<file path="src/rtl/uart_evt_pkg.sv">
// Shared constants for the event-flag serial port: register indices,
// status and control bit positions, and frame geometry.
package uart_evt_pkg;
    localparam int REG_W      = 32;
    localparam int BYTE_W     = 8;
    localparam int FRAME_BITS = BYTE_W + 2;

    // Register indices (byte address / 4)
    localparam int IDX_DATA = 0;
    localparam int IDX_DIV  = 1;
    localparam int IDX_STAT = 2;
    localparam int IDX_CTRL = 3;
    localparam int IDX_DBG  = 4;

    // Status bit positions
    localparam int ST_IDLE = 0;
    localparam int ST_RXEV = 1;
    localparam int ST_TXEV = 2;
    localparam int ST_OVR  = 3;

    // Control bit positions and width
    localparam int CT_RXIE = 0;
    localparam int CT_TXIE = 1;
    localparam int CTRL_W  = 3;
endpackage

</file>
<file path="src/rtl/uart_evt_tx.sv">
// Transmit shifter. It sends one 8N1 frame per start pulse and holds each
// bit for div+1 clocks. Assumes: start is raised only while busy is low
// (the register block gates it). done pulses on the edge that ends the
// stop bit, which is the same edge at which busy falls.
module uart_evt_tx
    import uart_evt_pkg::*;
#(
    parameter int DIV_W = 16
) (
    input  logic              clk,
    input  logic              rst_n,
    input  logic [DIV_W-1:0]  div,
    input  logic              start,
    input  logic [BYTE_W-1:0] data,
    output logic              busy,
    output logic              done,
    output logic              line
);
    localparam int CNT_W = $clog2(FRAME_BITS);
    localparam logic [CNT_W-1:0] LAST_BIT = CNT_W'(FRAME_BITS - 1);

    logic                  busy_q;
    logic [DIV_W-1:0]      cnt_q;
    logic [CNT_W-1:0]      bit_q;
    logic [FRAME_BITS-1:0] frame_q;
    logic                  tick;

    assign tick = busy_q && (cnt_q == '0);
    assign done = tick && (bit_q == LAST_BIT);
    assign busy = busy_q;
    assign line = busy_q ? frame_q[0] : 1'b1;

    // Load a frame on start, then step one bit every div+1 clocks
    always_ff @(posedge clk) begin
        if (!rst_n) begin
            busy_q  <= 1'b0;
            cnt_q   <= '0;
            bit_q   <= '0;
            frame_q <= '1;
        end else if (start) begin
            busy_q  <= 1'b1;
            cnt_q   <= div;
            bit_q   <= '0;
            frame_q <= {1'b1, data, 1'b0};
        end else if (busy_q) begin
            if (tick) begin
                cnt_q   <= div;
                frame_q <= {1'b1, frame_q[FRAME_BITS-1:1]};
                if (done) begin
                    busy_q <= 1'b0;
                end else begin
                    bit_q <= bit_q + 1'b1;
                end
            end else begin
                cnt_q <= cnt_q - 1'b1;
            end
        end
    end

    AST_START_ONLY_IDLE: assert property (@(posedge clk) disable iff (!rst_n)
        start |-> !busy_q);
    AST_BUSY_UNTIL_DONE: assert property (@(posedge clk) disable iff (!rst_n)
        (busy_q && !done) |=> busy_q);
endmodule

</file>
<file path="src/rtl/uart_evt_rx.sv">
// Receive sampler. It synchronizes the serial input, detects the falling
// edge of a start bit, and samples each bit ceil(div/2) clocks into it.
// It presents a byte with a one-cycle valid pulse when the stop bit is
// high. A start bit that samples high, or a low stop bit, drops the
// frame. Assumes: SYNC_STAGES >= 2.
module uart_evt_rx
    import uart_evt_pkg::*;
#(
    parameter int DIV_W       = 16,
    parameter int SYNC_STAGES = 2
) (
    input  logic              clk,
    input  logic              rst_n,
    input  logic [DIV_W-1:0]  div,
    input  logic              line_in,
    output logic              valid,
    output logic [BYTE_W-1:0] byte_o
);
    localparam int CNT_W = $clog2(FRAME_BITS);
    localparam int TOP   = SYNC_STAGES - 1;
    localparam logic [CNT_W-1:0] LAST_BIT = CNT_W'(FRAME_BITS - 1);

    logic [SYNC_STAGES-1:0] sync_q;
    logic                   active_q;
    logic [DIV_W-1:0]       cnt_q;
    logic [CNT_W-1:0]       bit_q;
    logic [BYTE_W-1:0]      shift_q;
    logic                   valid_q;
    logic                   sample;
    logic                   fall;
    logic [DIV_W-1:0]       half;

    assign sample = sync_q[TOP];
    assign fall   = sync_q[TOP] && !sync_q[TOP-1];
    assign half   = (div >> 1) + {{(DIV_W-1){1'b0}}, div[0]};
    assign valid  = valid_q;
    assign byte_o = shift_q;

    // Shift the raw input through the synchronizer chain
    always_ff @(posedge clk) begin
        if (!rst_n) begin
            sync_q <= '1;
        end else begin
            sync_q <= {sync_q[TOP-1:0], line_in};
        end
    end

    // Frame sampler: arm on a start edge, sample mid-bit, flag the stop bit
    always_ff @(posedge clk) begin
        if (!rst_n) begin
            active_q <= 1'b0;
            cnt_q    <= '0;
            bit_q    <= '0;
            shift_q  <= '0;
            valid_q  <= 1'b0;
        end else begin
            valid_q <= 1'b0;
            if (!active_q) begin
                if (fall) begin
                    active_q <= 1'b1;
                    cnt_q    <= half;
                    bit_q    <= '0;
                end
            end else if (cnt_q != '0) begin
                cnt_q <= cnt_q - 1'b1;
            end else begin
                cnt_q <= div;
                bit_q <= bit_q + 1'b1;
                if (bit_q == '0) begin
                    if (sample) begin
                        active_q <= 1'b0;
                    end
                end else if (bit_q == LAST_BIT) begin
                    active_q <= 1'b0;
                    valid_q  <= sample;
                end else begin
                    shift_q <= {sample, shift_q[BYTE_W-1:1]};
                end
            end
        end
    end

    AST_VALID_SINGLE: assert property (@(posedge clk) disable iff (!rst_n)
        valid_q |=> !valid_q);
    AST_VALID_ENDS_FRAME: assert property (@(posedge clk) disable iff (!rst_n)
        valid_q |-> !active_q);
endmodule

</file>
<file path="src/rtl/uart_evt_regs.sv">
// Register file and event logic. It decodes word-indexed accesses and
// holds the divisor, control, debug and received-byte registers and the
// sticky event flags, and it forms the interrupt. Assumes: tx_done
// coincides with the falling edge of tx_busy. rx_valid is a one-cycle
// pulse. DIV_W <= 32.
module uart_evt_regs
    import uart_evt_pkg::*;
#(
    parameter int DIV_W  = 16,
    parameter int ADDR_W = 8
) (
    input  logic              clk,
    input  logic              rst_n,
    input  logic [ADDR_W-1:0] reg_addr,
    input  logic              reg_wen,
    input  logic [REG_W-1:0]  reg_wdata,
    output logic [REG_W-1:0]  reg_rdata,
    input  logic              tx_busy,
    input  logic              tx_done,
    input  logic              rx_valid,
    input  logic [BYTE_W-1:0] rx_byte,
    output logic [DIV_W-1:0]  div,
    output logic              tx_start,
    output logic [BYTE_W-1:0] tx_data,
    output logic              irq
);
    localparam int IDX_W = ADDR_W - 2;
    localparam logic [IDX_W-1:0] SEL_DATA = IDX_W'(IDX_DATA);
    localparam logic [IDX_W-1:0] SEL_DIV  = IDX_W'(IDX_DIV);
    localparam logic [IDX_W-1:0] SEL_STAT = IDX_W'(IDX_STAT);
    localparam logic [IDX_W-1:0] SEL_CTRL = IDX_W'(IDX_CTRL);
    localparam logic [IDX_W-1:0] SEL_DBG  = IDX_W'(IDX_DBG);

    logic [IDX_W-1:0]  idx;
    logic [DIV_W-1:0]  div_q;
    logic [CTRL_W-1:0] ctrl_q;
    logic              brk_q;
    logic [BYTE_W-1:0] hold_q;
    logic              rxev_q, txev_q, ovr_q;
    logic              stat_wr;
    logic              clr_rx, clr_tx, clr_ovr;
    logic              rxev_kept;
    logic              accept;
    logic              unused_bits;

    assign idx         = reg_addr[ADDR_W-1:2];
    assign unused_bits = ^{reg_addr[1:0], reg_wdata};
    assign stat_wr     = reg_wen && (idx == SEL_STAT);
    assign clr_rx      = stat_wr && reg_wdata[ST_RXEV];
    assign clr_tx      = stat_wr && reg_wdata[ST_TXEV];
    assign clr_ovr     = stat_wr && reg_wdata[ST_OVR];
    assign rxev_kept   = rxev_q && !clr_rx;
    assign accept      = rx_valid && !rxev_kept;

    assign tx_start = reg_wen && (idx == SEL_DATA) && !tx_busy;
    assign tx_data  = reg_wdata[BYTE_W-1:0];
    assign div      = div_q;
    assign irq      = (ctrl_q[CT_RXIE] && rxev_q) || (ctrl_q[CT_TXIE] && txev_q);

    // Software-owned configuration registers
    always_ff @(posedge clk) begin
        if (!rst_n) begin
            div_q  <= '0;
            ctrl_q <= '0;
            brk_q  <= 1'b0;
        end else if (reg_wen) begin
            if (idx == SEL_DIV)  div_q  <= reg_wdata[DIV_W-1:0];
            if (idx == SEL_CTRL) ctrl_q <= reg_wdata[CTRL_W-1:0];
            if (idx == SEL_DBG)  brk_q  <= reg_wdata[0];
        end
    end

    // Received byte and receive/overrun flags; a held byte is never replaced
    always_ff @(posedge clk) begin
        if (!rst_n) begin
            hold_q <= '0;
            rxev_q <= 1'b0;
            ovr_q  <= 1'b0;
        end else begin
            if (accept) begin
                hold_q <= rx_byte;
            end
            rxev_q <= accept || rxev_kept;
            ovr_q  <= (rx_valid && rxev_kept) || (ovr_q && !clr_ovr);
        end
    end

    // Transmit event flag: set as the frame ends, setting wins over clearing
    always_ff @(posedge clk) begin
        if (!rst_n) begin
            txev_q <= 1'b0;
        end else begin
            txev_q <= tx_done || (txev_q && !clr_tx);
        end
    end

    // Read mux; unused bits and unknown indices return zero
    always_comb begin
        reg_rdata = '0;
        unique case (idx)
            SEL_DATA: reg_rdata[BYTE_W-1:0] = hold_q;
            SEL_DIV:  reg_rdata[DIV_W-1:0]  = div_q;
            SEL_STAT: begin
                reg_rdata[ST_IDLE] = !tx_busy;
                reg_rdata[ST_RXEV] = rxev_q;
                reg_rdata[ST_TXEV] = txev_q;
                reg_rdata[ST_OVR]  = ovr_q;
            end
            SEL_CTRL: reg_rdata[CTRL_W-1:0] = ctrl_q;
            SEL_DBG:  reg_rdata[0]          = brk_q;
            default:  reg_rdata = '0;
        endcase
    end

    AST_HOLD_STABLE: assert property (@(posedge clk) disable iff (!rst_n)
        rxev_kept |=> $stable(hold_q));
    AST_OVR_ON_DROP: assert property (@(posedge clk) disable iff (!rst_n)
        (rx_valid && rxev_kept) |=> (ovr_q && rxev_q));
    AST_W1C_RX: assert property (@(posedge clk) disable iff (!rst_n)
        (clr_rx && !rx_valid) |=> !rxev_q);
    AST_TXEV_AT_END: assert property (@(posedge clk) disable iff (!rst_n)
        $fell(tx_busy) |-> txev_q);
    AST_IRQ_NEEDS_FLAG: assert property (@(posedge clk) disable iff (!rst_n)
        irq |-> (rxev_q || txev_q));
endmodule

</file>
<file path="src/rtl/uart_evt_top.sv">
// Event-flag serial port top. It connects the register block to the
// transmit shifter and the receive sampler. Assumes: a single clock
// domain for the bus. ser_rx may be asynchronous.
module uart_evt_top
    import uart_evt_pkg::*;
#(
    parameter int DIV_W       = 16,
    parameter int ADDR_W      = 8,
    parameter int SYNC_STAGES = 2
) (
    input  logic              clk,
    input  logic              rst_n,
    input  logic [ADDR_W-1:0] reg_addr,
    input  logic              reg_wen,
    input  logic [REG_W-1:0]  reg_wdata,
    output logic [REG_W-1:0]  reg_rdata,
    output logic              irq,
    output logic              ser_tx,
    input  logic              ser_rx
);
    logic [DIV_W-1:0]  div;
    logic              tx_start, tx_busy, tx_done;
    logic [BYTE_W-1:0] tx_data;
    logic              rx_valid;
    logic [BYTE_W-1:0] rx_byte;

    uart_evt_regs #(.DIV_W(DIV_W), .ADDR_W(ADDR_W)) u_regs (
        .clk(clk), .rst_n(rst_n),
        .reg_addr(reg_addr), .reg_wen(reg_wen),
        .reg_wdata(reg_wdata), .reg_rdata(reg_rdata),
        .tx_busy(tx_busy), .tx_done(tx_done),
        .rx_valid(rx_valid), .rx_byte(rx_byte),
        .div(div), .tx_start(tx_start), .tx_data(tx_data), .irq(irq)
    );

    uart_evt_tx #(.DIV_W(DIV_W)) u_tx (
        .clk(clk), .rst_n(rst_n), .div(div),
        .start(tx_start), .data(tx_data),
        .busy(tx_busy), .done(tx_done), .line(ser_tx)
    );

    uart_evt_rx #(.DIV_W(DIV_W), .SYNC_STAGES(SYNC_STAGES)) u_rx (
        .clk(clk), .rst_n(rst_n), .div(div), .line_in(ser_rx),
        .valid(rx_valid), .byte_o(rx_byte)
    );
endmodule

</file>
<file path="config.mk">
export PLATFORM = sky130hd
export DESIGN_NAME = uart_evt_top
export DESIGN_NICKNAME = d
export VERILOG_FILES = /design/src/rtl/uart_evt_pkg.sv /design/src/rtl/uart_evt_tx.sv /design/src/rtl/uart_evt_rx.sv /design/src/rtl/uart_evt_regs.sv /design/src/rtl/uart_evt_top.sv
export SDC_FILE = /design/constraint.sdc
export NUM_CORES = 1
export LEC_CHECK = 0
export BUFFER_PORTS_ARGS = -buffer_cell sky130_fd_sc_hd__clkbuf_2
export CAP_MARGIN = 20
export CORE_MARGIN = 3
export CORE_UTILIZATION = 45
export CTS_BUF_LIST = sky130_fd_sc_hd__clkbuf_4 sky130_fd_sc_hd__clkbuf_8
export DETAILED_ROUTE_END_ITERATION = 10
export PLACE_DENSITY = 0.76
export SLEW_MARGIN = 40
export SYNTH_ARGS = -nofsm -noshare
export SYNTH_HDL_FRONTEND = slang
export SYNTH_HIERARCHICAL = 1
export SYNTH_SLANG_ARGS = --single-unit
</file>
<file path="constraint.sdc">
create_clock -name clk -period 7.6 [get_ports clk]
set_input_delay 2.28 -clock clk [delete_from_list [all_inputs] [get_ports clk]]
set_output_delay 2.28 -clock clk [all_outputs]
set_load 0.005 [all_outputs]
</file>
Yosys cells after proc, flatten, opt, wreduce, memory -nomap -nowiden:

Cells that the tools add are included.

* add/sub/neg operators: 5
* multiply operators: 0
* divide/modulo/power cells: 0
* magnitude comparators: 0
* equality and inequality tests: 7
* shift operators: 0
* multiplexer cells: 28
* bitwise logic cells: 6
* reduce and logical (&&, ||, !) cells: 42

Operators with widths (count)
* two-way mux 16 bit: 6
* subtractor 16 x 1 -> 16 bit, second input constant: 2
* two-way mux 9 bit: 3
* adder 15 x 1 -> 16 bit: 1
* logical AND 1 bit: 16
* zero test 16 bit: 1
* nonzero test 16 bit: 1
* == test 6 x 2 -> 1 bit, second input constant: 2
* two-way mux 4 bit: 3
* two-way mux 1 bit: 11
* AND reduction 2 bit: 5
* adder 4 x 1 -> 4 bit, second input constant: 2
* == test 4 bit, second input constant: 2
* two-way mux 8 bit: 1
* case mux 2 bit (4 select lines): 1
* case mux 4 bit (2 select lines): 1
* == test 6 x 1 -> 1 bit, second input constant: 1
* == test 6 x 3 -> 1 bit, second input constant: 1
* zero test 1 bit: 6
* zero test 6 bit: 1
* inverter 1 bit: 6
* nonzero test 2 bit: 3
* case mux 1 bit (5 select lines): 1
* OR reduction 5 bit: 1
* other kinds (7): 10

* flip-flop bits (word level): 93
* latch bits: 0
* RAM bits: 0
* ROM bits: 0
* input bits: 44
* output and inout bits: 34
* logic and storage cells: 105
* memories: 0

Depth between registers and ports, before layout:

Gate-level depths: netlist (run 1).

* word-level depth: 8
* depth in mapped cells: 9
* mapped depth without buffers: 8

Modules after synthesis:

Netlist (run 1), hierarchy kept.

By module, submodules not included
* uart_evt_rx: instances 1, cells an instance 295, area each 2297.2 um2
* uart_evt_regs: instances 1, cells an instance 234, area each 1954.4 um2
* uart_evt_tx: instances 1, cells an instance 200, area each 1750.4 um2

Worst setup path before layout (run 1):

No wires, ideal clock.

* kind: input to output
* start point: input reg_addr[2]
* end point: output reg_rdata[4]
* arrival time: 3.399 ns
* required time: 5.320 ns
* setup slack: 1.921 ns
* cell stages on the path: 5
* cells stage by stage: clkbuf_1 buf_1 clkbuf_1 mux2i_1 nor2_1

* longest elaborated chain between the ends: 2
* elaborated cells between the ends (all ways): 3
* classes of those cells: 1 x eq/ne; 1 x mux; 1 x reduce/logical

RTL lines
* start, declared: line uart_evt_top.sv:13 `input logic [ADDR_W-1:0] reg_addr,`
* == test 6 x 1 -> 1 bit or zero test 6 bit (tied branches): line uart_evt_regs.sv:100 `unique case (idx)`
* case mux 4 bit (2 select lines) (*): line uart_evt_regs.sv:100
* end, declared: line uart_evt_top.sv:16 `output logic [REG_W-1:0] reg_rdata,`

Mark *: on every way between the ends. The rest lies on a longest branch, timed or not.

Worst setup path after layout (run 1):

* start point: input reg_addr[3]
* end point: output reg_rdata[8]

* longest elaborated chain between the ends: 2

RTL lines (line)
* == test 6 x 1 -> 1 bit: uart_evt_regs.sv:100
* two-way mux 8 bit: uart_evt_regs.sv:100

No other way between the ends.

==> results of run 1 <==
## worst min-delay path: stages (launching register included)
cell and delay, ns:
dfxtp_1 0.33, nand2_1 0.05, mux2i_1 0.05
## area by class of cell
type	instances	area, µm²	share of cell area, %
Multi-Input combinational cell	557	3690	58.2
Sequential cell	93	1860	29.4
Timing Repair Buffer	50	275	4.35
Tap cell	172	215	3.40
Clock buffer	9	124	1.96
Inverter	23	86.3	1.36
Clock inverter	7	81.3	1.28
## per-layer routing
| metal | vias to the layer above | share of wire [%] |
|---|---|---|
| met5 | - | 0 |
| li1 | 2686 | - |
| met3 | 42 | 6.3 |
| met4 | 0 | 3.6 |
| met2 | 217 | 45 |
| met1 | 2605 | 45 |
## power breakdown
group          total (W)  leakage (nW)  switching [W]  internal, W
registers       0.000519         0.752      0.0000193     0.000500
logic           0.000247          1.63       0.000161    0.0000860
clock network   0.000346        0.0940       0.000190     0.000156
total            0.00111          2.47       0.000371     0.000742
## flip-flops by register name (all words and copies together) (netlist names)
register and flops:
u_regs/txev_q 1, u_regs/ovr_q 1, u_regs/ctrl_q 3, u_regs/rxev_q 1, u_regs/brk_q 1, u_rx/cnt_q 16, u_rx/bit_q 4, u_regs/hold_q 8
u_rx/active_q 1, u_rx/byte_o 8, u_rx/valid 1, u_tx/busy 1, u_regs/div 16, u_tx/frame_q 9, u_tx/bit_q 4, u_rx/sync_q 2
u_tx/cnt_q 16
## cells by family after synthesis
logic type,share of synthesized area (%)
simple gates,29.7
compound gates,19.2
buf+inv,8.63
flops,31.0
mux,7.63
xor+xnor,1.61
fa+ha+maj,2.08
other cells,0.0625
## layout by cell type (no fill, tap or decap), types with 5 or more instances in the layout
cell type	count
o21ai_0	24
o2111ai_1	10
conb_1	16
nor3_1	25
clkbuf_8	9
mux2i_1	39
nor2_1	43
o31ai_1	5
o31a_1	6
a31oi_1	25
buf_4	5
nand4_1	9
nor2b_1	5
ha_1	10
clkbuf_2	43
nor4_1	14
and4_1	6
nand3_1	35
a21oi_1	22
xnor2_1	7
nand2b_1	7
and3b_1	8
and3_1	19
or4_1	8
o211ai_1	9
dfxtp_1	93
a211oi_1	11
or2_2	5
nand2_1	89
inv_1	22
## stage by stage
step / instance area [µm²] / utilization, %
6_report: 6330 / 49.4
5_1_grt: 6330 / 49.4
4_1_cts: 6330 / 49.4
3_5_place_dp: 6130 / 47.8
3_3_place_gp: 6100 / 47.6
2_1_floorplan: 6060 / -
## final timing paths
path | end | slack (ns) | cells after the start
hold reg to reg | u_regs/brk_q | 0.47 | 2
hold / removal | u_regs/brk_q | 0.47 | 2
setup reg to reg | u_tx/bit_q[1] | 5.13 | 5
setup / recovery | reg_rdata[8] | 1.17 | 5
==> results.md, run 1 <==
- Run status: completed
- Num CTS Buffers: 9
- TritonCTS clock tree: built
- Tcrit/Tclk final: 84.6%
- ANT cells: 0
- IO Count: 78
- CTS Buffer Depth: 2
- First-pass GRT wire length: 25300 µm
- Core area: 12800 µm²
- Met1 Usage GRT: slightly below 30%
- Post-DP HPWL: 11100 µm
- Post-synth EDFFs: 0
- WS Path Type: input pin to output port
- Setup WS pre-CTS: 1.22 ns
- Critical Path Max Stage Delay: 0.67 ns
- Fmax: 0.155 GHz
- Yosys reg bits: slightly above 90
- CP Data Arrival Time: 4.15 ns
- Critical Path Slowest Stage Cell: or4_1
- Total Power: 0.00111 W
- Hold_buf cts: 0
- Top post-synthesis cells by area: dfxtp_1 31%, mux2i_1 6.5%, nand2_1 5.6%
- Max Slew Vio Count: 0
- CTS Root Buffer Type: clkbuf_8
- GR peak layer: met2
- NumNets Final: 788
- Buf/Inv on CP: 2
- Gr usage total: 21.4%
- Clock sink count: 93
- Hold Fails Final Rpt: 0
- Most frequent cell after synthesis: dfxtp_1
- Slew HR: 47.8%
- I/O Buffers: 43
- Synth top area share: 31.0%
- Detailed Route Iter0 Violations: approximately 470
- Setup violations, final: 0
- Worst skew pair latency: 0.39 ns
- Final GP Congestion: between 0.9 and 1
- Initial Util: between 40% and 50%
- Startpoint Class: input pin
- Cell area after synthesis: 6000 µm²
- Filler Cells Inserted: 1275
- Non-filler cells, final: between 900 and 1000
- Post-CTS Setup Inserts: 0
- Gr ovfl total: 0
- Grt met2 use: 32.3%
- Post-synthesis sequential area ratio: between 30% and 40%
- Post-synth top area cell: dfxtp_1
- Worst Hold Class: register to register
- Htree depth: 3
- Die footprint: 14800 µm²
- CTS clk-pin slew, worst paths: 0.10 ns
- Syn Area/Cell: 8.23 µm²
- Post-Synthesis Cells: 729
- Synth Flop Type: dfxtp_1
- Setup ws final: about 1.2 ns
- Hold_ws: 0.474 ns
- Routed Antenna Nets: 0
- # resized after CTS: 0
- Synth cell types: 85
- FF-to-FF Start: u_tx/busy
- Die H: 121 µm
- Clock skew: approximately 0.016 ns
- Placed Cells: roughly 900
- Initial antenna violation count: 0
- Critical path peak fanout: 11
- DRT Pass-1 Iters: 5
- CP Data Required Time: 5.32 ns
- Max_cap viols: 0
- Largest net degree at the start of global routing: 66
- LEAKAGE: 2.47 nW
- Asr flop ratio synth: 0%
- Area delta synth->final: 5.48%
- Least-Margin Pin Slew: just under 0.8 ns
- DRC viols: 0
- Most used cell, CP: clkbuf_2
- Met3 GRT Util: 3.17%
- # rows: 41
- Die W: around 120 µm
- Crit end category: output port
- Via count: 5550
- Routed vias/inst: 6.09
- Fraction of layout instances using a drive strength above 1: roughly 14%
- Tmin final: 6.43 ns
- Vias in the first global route: roughly 5000
- Pwr Density: 176 nW/µm²
- Crit-path leading delay family: simple AND/OR/NAND/NOR gates
- Worst Min Path Start: u_regs/brk_q
- Unrepaired setup endpoints after global routing: false
- Routed wire per std cell: between 15 and 20 µm
- Top post-synthesis cells by count: 93 x dfxtp_1, 89 x nand2_1, 44 x nor2_1
- Setup_tns: 0 ns
- Critical Path, Cell by Cell: clkbuf_2, or4_1, nor2_1, and3_1, clkbuf_2
- Routed WL: 15600 µm
- Worst setup startpoint: reg_addr[3]
- Worst VDD drop: 0.130 mV
- Synth Warn #: 6
(Power assumes the default switching activity.)
==> run 2: changes to the inputs <==
--- a/config.mk
+++ b/config.mk
@@ -5,6 +5,7 @@
 export SDC_FILE = /design/constraint.sdc
 export NUM_CORES = 1
 export LEC_CHECK = 0
+export ABC_AREA = 1
 export BUFFER_PORTS_ARGS = -buffer_cell sky130_fd_sc_hd__clkbuf_2
 export CAP_MARGIN = 20
 export CORE_MARGIN = 3
==> constraint.sdc (replaced) <==
create_clock -name clk -period 6.5 [get_ports clk]
set_input_delay 1.95 -clock clk [delete_from_list [all_inputs] [get_ports clk]]
set_output_delay 1.95 -clock clk [all_outputs]
set_load 0.005 [all_outputs]
==> run 2 against run 1 <==
Net effect: wire length decreased by 9.5%; area after synthesis decreased by 0.54%; clock-buffer cell count unchanged; sequential cell count unchanged; clock skew decreased by 0.0083 ns; hold slack about the same; sequential power increased by 16%; first-iteration DRC count decreased by 20%; sequential share of layout area decreased by 0.22 points; total power increased by 17%; cell area increased by 0.75%; combinational power decreased by 13%; critical path type unchanged; largest power group unchanged.
==> results.md, run 2 <==
- Final instance area: 6380 µm² (was 6330 µm²)
- Setup WS pre-CTS: 1.30 ns (was 1.22 ns)
- DRT Pass-1 Iters: 5 (unchanged)
- Largest net degree at the start of global routing: 73 (was 66)
- Fraction of layout instances using a drive strength above 1: 12.5% (was 14.3%)
- Worst setup startpoint: reg_addr[5] (was reg_addr[3])
- Synth Warn #: 6 (unchanged)
- Syn Area/Cell: 6.46 µm² (was 8.23 µm²)
- First-pass GRT wire length: 23800 µm (was 25300 µm)
- I/O Buffers: 43 (unchanged)
- Worst Hold Class: register to register (unchanged)
- CP Data Required Time: 4.55 ns (was 5.32 ns)
- Total Power: 0.00130 W (was 0.00111 W)
- Post-synth EDFFs: 0 (unchanged)
- Pwr Density: 204 nW/µm² (was 176 nW/µm²)
- Post-DP HPWL: 10200 µm (was 11100 µm)
- Critical path peak fanout: 10 (was 11)
- Cell depth of the worst hold path: 2 (unchanged)
- Worst skew pair latency: 0.38 ns (was 0.39 ns)
- Reg area: 1860 µm² (unchanged)
- # resized after CTS: 0 (unchanged)
- Post-synthesis sequential area ratio: 31.2% (was 31.0%)
- Post-Synthesis Cells: 924 (was 729)
- Die footprint: 14700 µm² (was 14800 µm²)
- ANT cells: 0 (unchanged)
- CTS Root Buffer Type: clkbuf_8 (unchanged)
- DRC viols: 0 (unchanged)
- LEAKAGE: 2.94 nW (was 2.47 nW)
- Top post-synthesis cells by count: 201 x nand2_1, 148 x nor2_1, 116 x inv_1 (was 93 x dfxtp_1, 89 x nand2_1, 44 x nor2_1)
- Routed Antenna Nets: 0 (unchanged)
- Critical Path End: reg_rdata[9] (was reg_rdata[8])
- TritonCTS clock tree: built (unchanged)
- Slew HR: 48.1% (was 47.8%)
- CTS Buffer Depth: 2 (unchanged)
- Worst R2R Path Depth: 7 (was 5)
- Initial antenna violation count: 0 (unchanged)
- IO Count: 78 (unchanged)
- Reg2Reg Setup Slack: 4.32 ns (was 5.13 ns)
- Tcrit/Tclk final: 80.2%
- Top post-synthesis cells by area: dfxtp_1 31%, nand2_1 13%, nor2_1 9.3% (was dfxtp_1 31%, mux2i_1 6.5%, nand2_1 5.6%)
- Gr ovfl total: 0 (unchanged)
- Clock skew: 0.00783 ns (was 0.0161 ns)
- Num CTS Buffers: 9 (unchanged)
- Synth cell types: 48 (was 85)
- Setup violations, final: 0 (unchanged)
- Setup ws final: 1.28 ns (was 1.17 ns)
- Hold_ws: 0.474 ns (about the same)
- Detailed Route Iter0 Violations: 376 (was 468)
- Core area: 12800 µm² (about the same)
- Initial Util: 46.7% (was 46.8%)
- FF-to-FF End: u_tx/cnt_q[1] (was u_tx/bit_q[1])
- Max Slew Vio Count: 0 (unchanged)
- Post-CTS Setup Inserts: 0 (unchanged)
- Unrepaired setup endpoints after global routing: false (unchanged)
- Run status: completed (unchanged)
- Asr flop ratio synth: 0% (unchanged)
- Cell area after synthesis: 5970 µm² (was 6000 µm²)
- Fmax: 0.192 GHz
- CP Data Arrival Time: 3.27 ns (was 4.15 ns)
- Area delta synth->final: 6.85% (was 5.48%)
- Hold Fails Final Rpt: 0 (unchanged)
- Hold_buf cts: 0 (unchanged)
- Most frequent cell after synthesis: nand2_1 (was dfxtp_1)
- Dpl cell area: 6140 µm² (was 6130 µm²)
- Routed WL: 14100 µm (was 15600 µm)
- Routed vias/inst: 5.05 (was 6.09)
- Synth top area share: 31.2% (was 31.0%)
- Routed wire per std cell: 12.6 µm (was 17.1 µm)
- Leading cell type in the layout, fill and taps excluded: nand2_1 (was dfxtp_1)
- WS Path Type: input pin to output port (unchanged)
- Post-synth top area cell: dfxtp_1 (unchanged)
- Filler Cells Inserted: 1301 (was 1275)
- Synth Flop Type: dfxtp_1 (unchanged)
- Die W: 121 µm (about the same)
- Clock sink count: 93 (unchanged)
- Worst VDD drop: 0.140 mV (was 0.130 mV)
- # rows: 41 (unchanged)
- Die H: 121 µm (about the same)
- FF-to-FF Start: u_tx/busy (unchanged)
- Multi-input logic area: 3360 µm² (was 3690 µm²)
- Commonest non-fill, non-tap cells in the layout: 201 x nand2_1, 148 x nor2_1, 116 x inv_1, 93 x dfxtp_1, 62 x nand3_1 (was 93 x dfxtp_1, 89 x nand2_1, 43 x clkbuf_2, 43 x nor2_1, 39 x mux2i_1)
- Yosys reg bits: 93 (unchanged)
- Max_cap viols: 0 (unchanged)
- NumNets Final: 1000 (was 788)
- Gr usage total: 19.8% (was 21.4%)
- CTS clk-pin slew, worst paths: 0.09 ns (was 0.10 ns)
- Tmin final: 5.22 ns
- Setup_tns: 0 ns (unchanged)
- Vias in the first global route: 5052 (was 5001)
- Crit end category: output port (unchanged)
- Htree depth: 3 (unchanged)
- Least-Margin Pin Slew: 0.777 ns (was 0.781 ns)
- Final GP Congestion: 0.932 (was 0.928)
- Via count: 5667 (was 5550)
- Startpoint Class: input pin (unchanged)
[run 2: changes by cell type in the layout (fill, tap and decap cells not counted), moves of 14 or more]
cell,delta
nor2_1,+105
and3_1,-19
a21oi_1,+15
mux2i_1,-39
nor4_1,-14
a31oi_1,-21
inv_1,+94
nand2_1,+112
o21ai_0,+33
nor3_1,-21
nand3_1,+27
[run 2: worst min path at each step]
| stage | startpoint | slack [ns] | to |
|---|---|---|---|
| final | u_rx/byte_o[1] | 0.47 | u_rx/byte_o[0] |
| after global routing | u_rx/sync_q[0] | 0.50 | u_rx/sync_q[1] |
| after CTS | u_rx/byte_o[1] | 0.48 | u_rx/byte_o[0] |
| after detailed placement | u_rx/sync_q[0] | 0.45 | u_rx/sync_q[1] |
| after global placement | u_tx/frame_q[0] | 0.45 | u_tx/frame_q[0] |
| after floorplan | u_tx/frame_q[0] | 0.43 | u_tx/frame_q[0] |
[run 2: layer usage]
metal | share of wire [%] | global-route usage, % | vias to the layer above
li1 | - | - | 2946
met1 | 49 | 27.8 | 2560
met2 | 44 | 31.2 | 150
met3 | 6.2 | 5.13 | 11
met4 | 0.93 | 3.57 | 0
met5 | 0 | 0 | -
[run 2: kinds of logic after synthesis]
family	Yosys count	synth area share, %
other	1	0.0628
xor gates and xnor gates	19	2.79
adders and majority gates	10	2.10
and+or+nand+nor	481	36.1
buffers and inverters	173	13.5
DFF	93	31.2
AOI/OAI and AO/OA	147	14.3
[run 2: stage by stage]
step	utilization, %	std cells
after global placement	48.0	1107
after CTS	49.9	1122
final	49.9	1122
after floorplan	-	939
after detailed placement	48.0	1107
after global routing	49.9	1122
[run 2: critical path, cell delays in order]
cell and delay (ns):
clkbuf_2 0.10, nor2_2 0.16, nand2_4 0.09, nor3_4 0.40
inv_1 0.29, nor2_1 0.15, clkbuf_2 0.13
[run 2: cell type report]
class / count / area share [%]
flip-flops and latches: 93 / 29.2
multi-input cells: 673 / 52.6
clock inverters: 6 / 1.86
well taps: 172 / 3.37
repair buffers: 44 / 3.49
inverters: 125 / 7.49
clock buffers: 9 / 1.94
[run 2: power by group]
| part | total, W | internal [W] | switching (W) |
|---|---|---|---|
| clock | 0.000480 | 0.000258 | 0.000222 |
| sequential | 0.000603 | 0.000584 | 0.0000198 |
| combinational | 0.000215 | 0.0000724 | 0.000143 |
